[config.mk]
export PLATFORM = sky130hd
export DESIGN_NAME = linestate_monitor
export DESIGN_NICKNAME = d
export VERILOG_FILES = /design/src/rtl/lsm_pkg.sv /design/src/rtl/lsm_classifier.sv /design/src/rtl/lsm_thr_cnt.sv /design/src/rtl/lsm_cond_reg.sv /design/src/rtl/linestate_monitor.sv
export SDC_FILE = /design/constraint.sdc
export NUM_CORES = 1
export LEC_CHECK = 0
export BUFFER_PORTS_ARGS = -buffer_cell sky130_fd_sc_hd__clkbuf_2
export CORE_MARGIN = 4
export CORE_UTILIZATION = 30
export DETAILED_ROUTE_END_ITERATION = 8
export SYNTH_ARGS = -nofsm -noshare
export SYNTH_HDL_FRONTEND = slang
export SYNTH_SLANG_ARGS = --single-unit
[constraint.sdc]
create_clock -name clk -period 1.7 [get_ports clk]
set_input_delay 0.34 -clock clk [delete_from_list [all_inputs] [get_ports clk]]
set_output_delay 0.34 -clock clk [all_outputs]
set_load 0.005 [all_outputs]
[src/rtl/lsm_pkg.sv]
package lsm_pkg;
  localparam int HIST_W = 7;
  localparam int B_ILS  = 0;
  localparam int B_THR  = 1;
  localparam int B_ALS  = 2;
  localparam int B_UPV  = 3;
  localparam int B_CONN = 4;
  localparam int B_EB   = 5;
  localparam int B_SILS = 6;

  typedef enum logic [1:0] {
    LS_NONE   = 2'd0,
    LS_IDLE   = 2'd1,
    LS_ACTIVE = 2'd2,
    LS_UNKV   = 2'd3
  } ls_e;

  typedef enum logic [1:0] {
    A_HIST = 2'd0,
    A_MASK = 2'd1,
    A_THR  = 2'd2,
    A_NONE = 2'd3
  } haddr_e;
endpackage

[src/rtl/lsm_classifier.sv]
module lsm_classifier
  import lsm_pkg::*;
#(
  parameter int SYM_W = 5,
  parameter int ILS_PAIRS = 2,
  parameter int SILS_PAIRS = 8,
  parameter logic [SYM_W-1:0] J_CODE = 5'b11000,
  parameter logic [SYM_W-1:0] K_CODE = 5'b10001
) (
  input  logic             clk,
  input  logic             rst,
  input  logic             pair_vld,
  input  logic [2*SYM_W-1:0] pair_sym,
  output logic             ev_ils,
  output logic             ev_sils,
  output logic             ev_als,
  output logic             ev_upv
);
  localparam int PAIR_W = 2 * SYM_W;
  localparam int RUN_W = $clog2(SILS_PAIRS + 1);
  localparam logic [PAIR_W-1:0] IDLE_PAIR = {PAIR_W{1'b1}};
  localparam logic [PAIR_W-1:0] JK_PAIR = {J_CODE, K_CODE};

  ls_e              state_q;
  logic [RUN_W-1:0] run_q, run_inc;
  logic             is_idle, is_jk;

  always_comb begin
    is_idle = (pair_sym == IDLE_PAIR);
    is_jk   = (pair_sym == JK_PAIR);
    run_inc = (run_q == RUN_W'(SILS_PAIRS)) ? run_q : run_q + 1'b1;
  end

  always_ff @(posedge clk) begin
    if (rst) begin
      state_q <= LS_NONE;
      run_q   <= '0;
      ev_ils  <= 1'b0;
      ev_sils <= 1'b0;
      ev_als  <= 1'b0;
      ev_upv  <= 1'b0;
    end else begin
      ev_ils  <= 1'b0;
      ev_sils <= 1'b0;
      ev_als  <= 1'b0;
      ev_upv  <= 1'b0;
      if (pair_vld) begin
        if (is_idle) begin
          run_q <= run_inc;
          if (run_inc >= RUN_W'(ILS_PAIRS) && state_q != LS_IDLE) begin
            state_q <= LS_IDLE;
            ev_ils  <= 1'b1;
          end
          if (run_inc == RUN_W'(SILS_PAIRS) && run_q != RUN_W'(SILS_PAIRS))
            ev_sils <= 1'b1;
        end else if (is_jk) begin
          run_q <= '0;
          if (state_q != LS_ACTIVE) begin
            state_q <= LS_ACTIVE;
            ev_als  <= 1'b1;
          end
        end else begin
          run_q <= '0;
          if (state_q == LS_IDLE) begin
            state_q <= LS_UNKV;
            ev_upv  <= 1'b1;
          end
        end
      end
    end
  end


  als_src_chk: assert property (@(posedge clk) disable iff (rst)
    ev_als |-> $past(pair_vld && pair_sym == JK_PAIR));


  upv_from_idle_chk: assert property (@(posedge clk) disable iff (rst)
    ev_upv |-> $past(state_q == LS_IDLE));


  sils_run_chk: assert property (@(posedge clk) disable iff (rst)
    ev_sils |-> $past(run_q) == RUN_W'(SILS_PAIRS - 1));
endmodule

[src/rtl/lsm_thr_cnt.sv]
module lsm_thr_cnt #(
  parameter int CNT_W = 8
) (
  input  logic             clk,
  input  logic             rst,
  input  logic             load,
  input  logic [CNT_W-1:0] load_val,
  input  logic             dec,
  output logic [CNT_W-1:0] cnt,
  output logic             at_zero
);
  always_ff @(posedge clk) begin
    if (rst)
      cnt <= '0;
    else if (load)
      cnt <= load_val;
    else if (dec && cnt != '0)
      cnt <= cnt - 1'b1;
  end

  assign at_zero = (cnt == '0);


  thr_dec_chk: assert property (@(posedge clk) disable iff (rst)
    (dec && !load && cnt != '0) |=> cnt == $past(cnt) - 1'b1);


  thr_hold_zero_chk: assert property (@(posedge clk) disable iff (rst)
    (!load && cnt == '0) |=> cnt == '0);
endmodule

[src/rtl/lsm_cond_reg.sv]
module lsm_cond_reg #(
  parameter int HIST_W = 7,
  parameter logic [HIST_W-1:0] HIST_RST = '0
) (
  input  logic              clk,
  input  logic              rst,
  input  logic [HIST_W-1:0] ev,
  input  logic              clr_we,
  input  logic [HIST_W-1:0] clr_bits,
  input  logic              mask_we,
  input  logic [HIST_W-1:0] mask_val,
  output logic [HIST_W-1:0] hist_q,
  output logic [HIST_W-1:0] mask_q,
  output logic              irq_q
);
  logic [HIST_W-1:0] clr_vec, hist_d, mask_d;

  always_comb begin
    clr_vec = clr_we ? clr_bits : '0;
    hist_d  = (hist_q & ~clr_vec) | ev;
    mask_d  = mask_we ? mask_val : mask_q;
  end

  always_ff @(posedge clk) begin
    if (rst) begin
      hist_q <= HIST_RST;
      mask_q <= '0;
      irq_q  <= 1'b0;
    end else begin
      hist_q <= hist_d;
      mask_q <= mask_d;
      irq_q  <= |(hist_d & mask_d);
    end
  end


  sticky_chk: assert property (@(posedge clk) disable iff (rst)
    1'b1 |=> ((($past(hist_q) & ~$past(clr_vec)) & ~hist_q) == '0));


  set_wins_chk: assert property (@(posedge clk) disable iff (rst)
    (ev != '0) |=> ((hist_q & $past(ev)) == $past(ev)));


  irq_match_chk: assert property (@(posedge clk) disable iff (rst)
    irq_q == |(hist_q & mask_q));
endmodule

[src/rtl/linestate_monitor.sv]
module linestate_monitor
  import lsm_pkg::*;
#(
  parameter int SYM_W = 5,
  parameter int CNT_W = 8,
  parameter int DATA_W = 8
) (
  input  logic                clk,
  input  logic                rst,
  input  logic                pair_vld,
  input  logic [2*SYM_W-1:0]  pair_sym,
  input  logic                conn_evt,
  input  logic                eb_err,
  input  logic [1:0]          host_addr,
  input  logic                host_wr,
  input  logic [DATA_W-1:0]   host_wdata,
  output logic [DATA_W-1:0]   host_rdata,
  output logic                cond_irq
);
  localparam logic [HIST_W-1:0] HIST_RST = HIST_W'(1) << B_THR;

  logic              ev_ils, ev_sils, ev_als, ev_upv;
  logic [CNT_W-1:0]  cnt;
  logic              at_zero;
  logic [HIST_W-1:0] ev_vec, hist, mask;
  logic              wr_hist, wr_mask, wr_thr;

  always_comb begin
    wr_hist = host_wr && host_addr == A_HIST;
    wr_mask = host_wr && host_addr == A_MASK;
    wr_thr  = host_wr && host_addr == A_THR;
    ev_vec  = '0;
    ev_vec[B_ILS]  = ev_ils;
    ev_vec[B_THR]  = at_zero;
    ev_vec[B_ALS]  = ev_als;
    ev_vec[B_UPV]  = ev_upv;
    ev_vec[B_CONN] = conn_evt;
    ev_vec[B_EB]   = eb_err;
    ev_vec[B_SILS] = ev_sils;
  end

  lsm_classifier #(.SYM_W(SYM_W)) u_cls (
    .clk(clk), .rst(rst), .pair_vld(pair_vld), .pair_sym(pair_sym),
    .ev_ils(ev_ils), .ev_sils(ev_sils), .ev_als(ev_als), .ev_upv(ev_upv)
  );

  lsm_thr_cnt #(.CNT_W(CNT_W)) u_thr (
    .clk(clk), .rst(rst), .load(wr_thr), .load_val(host_wdata[CNT_W-1:0]),
    .dec(pair_vld), .cnt(cnt), .at_zero(at_zero)
  );

  lsm_cond_reg #(.HIST_W(HIST_W), .HIST_RST(HIST_RST)) u_cond (
    .clk(clk), .rst(rst), .ev(ev_vec),
    .clr_we(wr_hist), .clr_bits(host_wdata[HIST_W-1:0]),
    .mask_we(wr_mask), .mask_val(host_wdata[HIST_W-1:0]),
    .hist_q(hist), .mask_q(mask), .irq_q(cond_irq)
  );

  always_ff @(posedge clk) begin
    if (rst)
      host_rdata <= '0;
    else begin
      unique case (host_addr)
        A_HIST:  host_rdata <= DATA_W'(hist);
        A_MASK:  host_rdata <= DATA_W'(mask);
        A_THR:   host_rdata <= DATA_W'(cnt);
        default: host_rdata <= '0;
      endcase
    end
  end


  rsv_bit_chk: assert property (@(posedge clk) disable iff (rst)
    ($past(host_addr) != A_THR) |-> !host_rdata[HIST_W]);
endmodule

==> results.cfg <==
[setup_path]
critPathBufInv = 0
start_kind = register
r2r_cells = 3
cp.required_ns = 1.90
crit_start = u_thr.cnt[4]$_SDFFE_PP0P_
path_class = register to register
crit_path_cell_trace = or4_4 > or4_1 > a311oi_1
cp_max_fo = 6
rr_startpoint = u_thr.cnt[4]$_SDFFE_PP0P_
slowest_stage = or4_4
slowest_delay_ns = 0.59
cp.depth = 3
cp.arrival_ns = 1.94
crit_path_end_kind = register
path_delay_family = simple AND/OR/NAND/NOR gates

[clock_tree]
cts-root-buf = clkbuf_8
cts_tree = built
cts_sinks = 41
clk_path_buf_depth = 2
clk_pin_slew_ns = 0.08
htreeDepth = 2
clkLatencyLatePin_ns = 0.29
cts_buffers = 5

[yosys]
synth_ff_type = dfxtp_1
synth-seq-cells = 41
synth_top_area_share_pct = 42.79
ys.warnings.count = 0
async_reset_ff_share_pct = 0
yosysTopAreaCell = dfxtp_1
syn_area_um2 = 1918
synth_area_leaders = dfxtp_1, nor2_1, mux2i_1
yosysUniqueCellTypes = 40
syn_avg_cell_area_um2 = 8.525
ys_seq_area_share_pct = 42.79
synth_edf_count = 0
syn_nets = 255
synthCells = 225

[sta]
slew_violations = 0
rsz0062_at_grt = yes
setup_ws_ns = -0.03115
finalHoldViolations = 0
finalCriticalPeriod_ns = 1.731
finClkSkew_ns = 0.007606
tightest_slew_ns = 0.4028
slew_headroom_pct = 73.15
setup_violations = 1
fmax_mhz = 577.7
finalCritPeriodShare_pct = 101.8
finalSetupTns_ns = -0.03115

[floorplanning]
row_count = 28
die_width_um = 87.96
initial_utilization_pct = 31.65
dieArea_um2 = 7737
design.core.area_um2 = 6061
pin_count = 35
die_h_um = 87.96

[drt]
drt-wirelength-per-cell_um = 13.04
first_iter_violations = 56
wl_um = 4680
drtPass1Iterations = 4
drc = 0
via_count = 1751
ant_nets = 0
viasPerCell = 4.877

[run_status]
status = complete, but fails checks
failed_checks = negative setup slack

[cells_and_area]
drive_gt1_share_pct = 29.93
nNetsFinal = 314
areaGrowthSynthToFinish_pct = 31.38
layout.cells.non_filler = 359
mostFrequentLayoutCells = nor2_1, dfxtp_1, clkbuf_2
final_area_um2 = 2520
mostFrequentLayoutCell = nor2_1
n_antenna_cell = 0
num-fill-cells = 619

[worst_hold_path]
whs_path_depth = 3
hp-start = host_wdata[7]
hold_path_class = primary input to register

[power]
p_leak_nw = 1.064
ir_worst_vdd_uv = 474.4
finalPower_mw = 2.300
power_density_nw_per_um2 = 912.9

[place]
io_buffers = 34
placedCellCount = 351
placed_area_um2 = 2354
place_worst_setup_slack_ns = -0.07973
gp_congestion = 0.7848
dp_hpwl_um = 3431

[global_route]
grt_overflow_total = 0
antenna_found_initial = 0
grt_pass1_vias = 1697
grt_max_degree = 38
grtUsageTotal_pct = 12.54
grt_first_pass_wirelength_um = 7645

[flow_run]
maxCapViolations = 0
[synthesized netlist by cell type, drive strengths merged, types with 5 or more instances]
cell / n
nor3: 5
xnor2: 5
a211oi: 7
o22ai: 8
nand2: 8
nand2b: 13
clkbuf: 7
mux2i: 15
dfxtp: 41
a21oi: 18
o21ai: 7
nor2: 41
inv: 6
[per-stage QoR]
step	util [%]	hold slack, ns
floorplan	-	0.4240
global placement	38.83	0.4431
detailed placement	38.83	0.4686
CTS	40.46	0.3117
global route	41.58	0.3253
finish	41.58	0.3122
[kinds of logic (layout without fill, tap and decap cells)]
family                   Yosys count  in the layout  share of synthesized area (%)
AND/OR/NAND/NOR                   96             96                          26.29
buffers and inverters             17             76                          3.522
XOR/XNOR                           5              5                          2.283
flip-flops                        41             41                          42.79
adder cells (fa/ha/maj)            4              4                          2.609
AO/OA/AOI/OAI                     47             47                          14.68
multiplexers                      15             15                          7.828
[report_power, final]
part           internal, mW  leakage [nW]  switching (mW)  total, mW
registers              1.03         0.335          0.0394       1.07
clock network         0.322        0.0443           0.317      0.639
logic                 0.298         0.685           0.296      0.595
[worst min-delay path: stages]
cell and delay [ns]:
clkbuf_2 0.08, nor2_1 0.09, a211oi_1 0.05
[final timing paths]
| path | slack (ns) | end |
|---|---|---|
| hold / removal | 0.31 | u_thr.cnt[7]$_SDFFE_PP0P_ |
| setup / recovery | -0.03 | u_thr.cnt[6]$_SDFFE_PP0P_ |
| hold reg to reg | 0.47 | u_cond.hist_q[3]$_SDFF_PP0_ |
| setup reg to reg | -0.03 | u_thr.cnt[6]$_SDFFE_PP0P_ |
[sequential cells by signal, summed over array words and instances, names as in the netlist]
register       flops
u_cond.hist_q      7
u_cond.irq_q       1
u_cls.ev_sils      1
u_cls.ev_ils       1
u_cls.run_q        4
u_cls.ev_als       1
u_thr.cnt          8
u_cls.state_q      2
u_cls.ev_upv       1
host_rdata         8
u_cond.mask_q      7
[timing repair]
item	CTS	global route
pin swaps	3	6
setup endpoints to repair	5	9
setup buffers	0	1
hold buffers	0	0
gates resized for setup	2	14
[layout make-up]
| type | count | area, um2 | share of cell area (%) |
|---|---|---|---|
| Multi-Input combinational cell | 167 | 1102 | 43.74 |
| Sequential cell | 41 | 823.3 | 32.67 |
| Timing Repair Buffer | 63 | 391.6 | 15.54 |
| Tap cell | 75 | 93.84 | 3.724 |
| Clock buffer | 7 | 86.33 | 3.426 |
| Inverter | 6 | 22.52 | 0.8937 |
[metal layers]
| metal | track usage [%] | routed length (um) | vias up |
|---|---|---|---|
| li1 | - | - | 914 |
| met1 | 16.20 | 2185 | 794 |
| met2 | 21.44 | 2254 | 39 |
| met3 | 2.822 | 200 | 4 |
| met4 | 2.510 | 40 | 0 |
| met5 | 0 | 0 | - |
(Power assumes the default switching activity.)
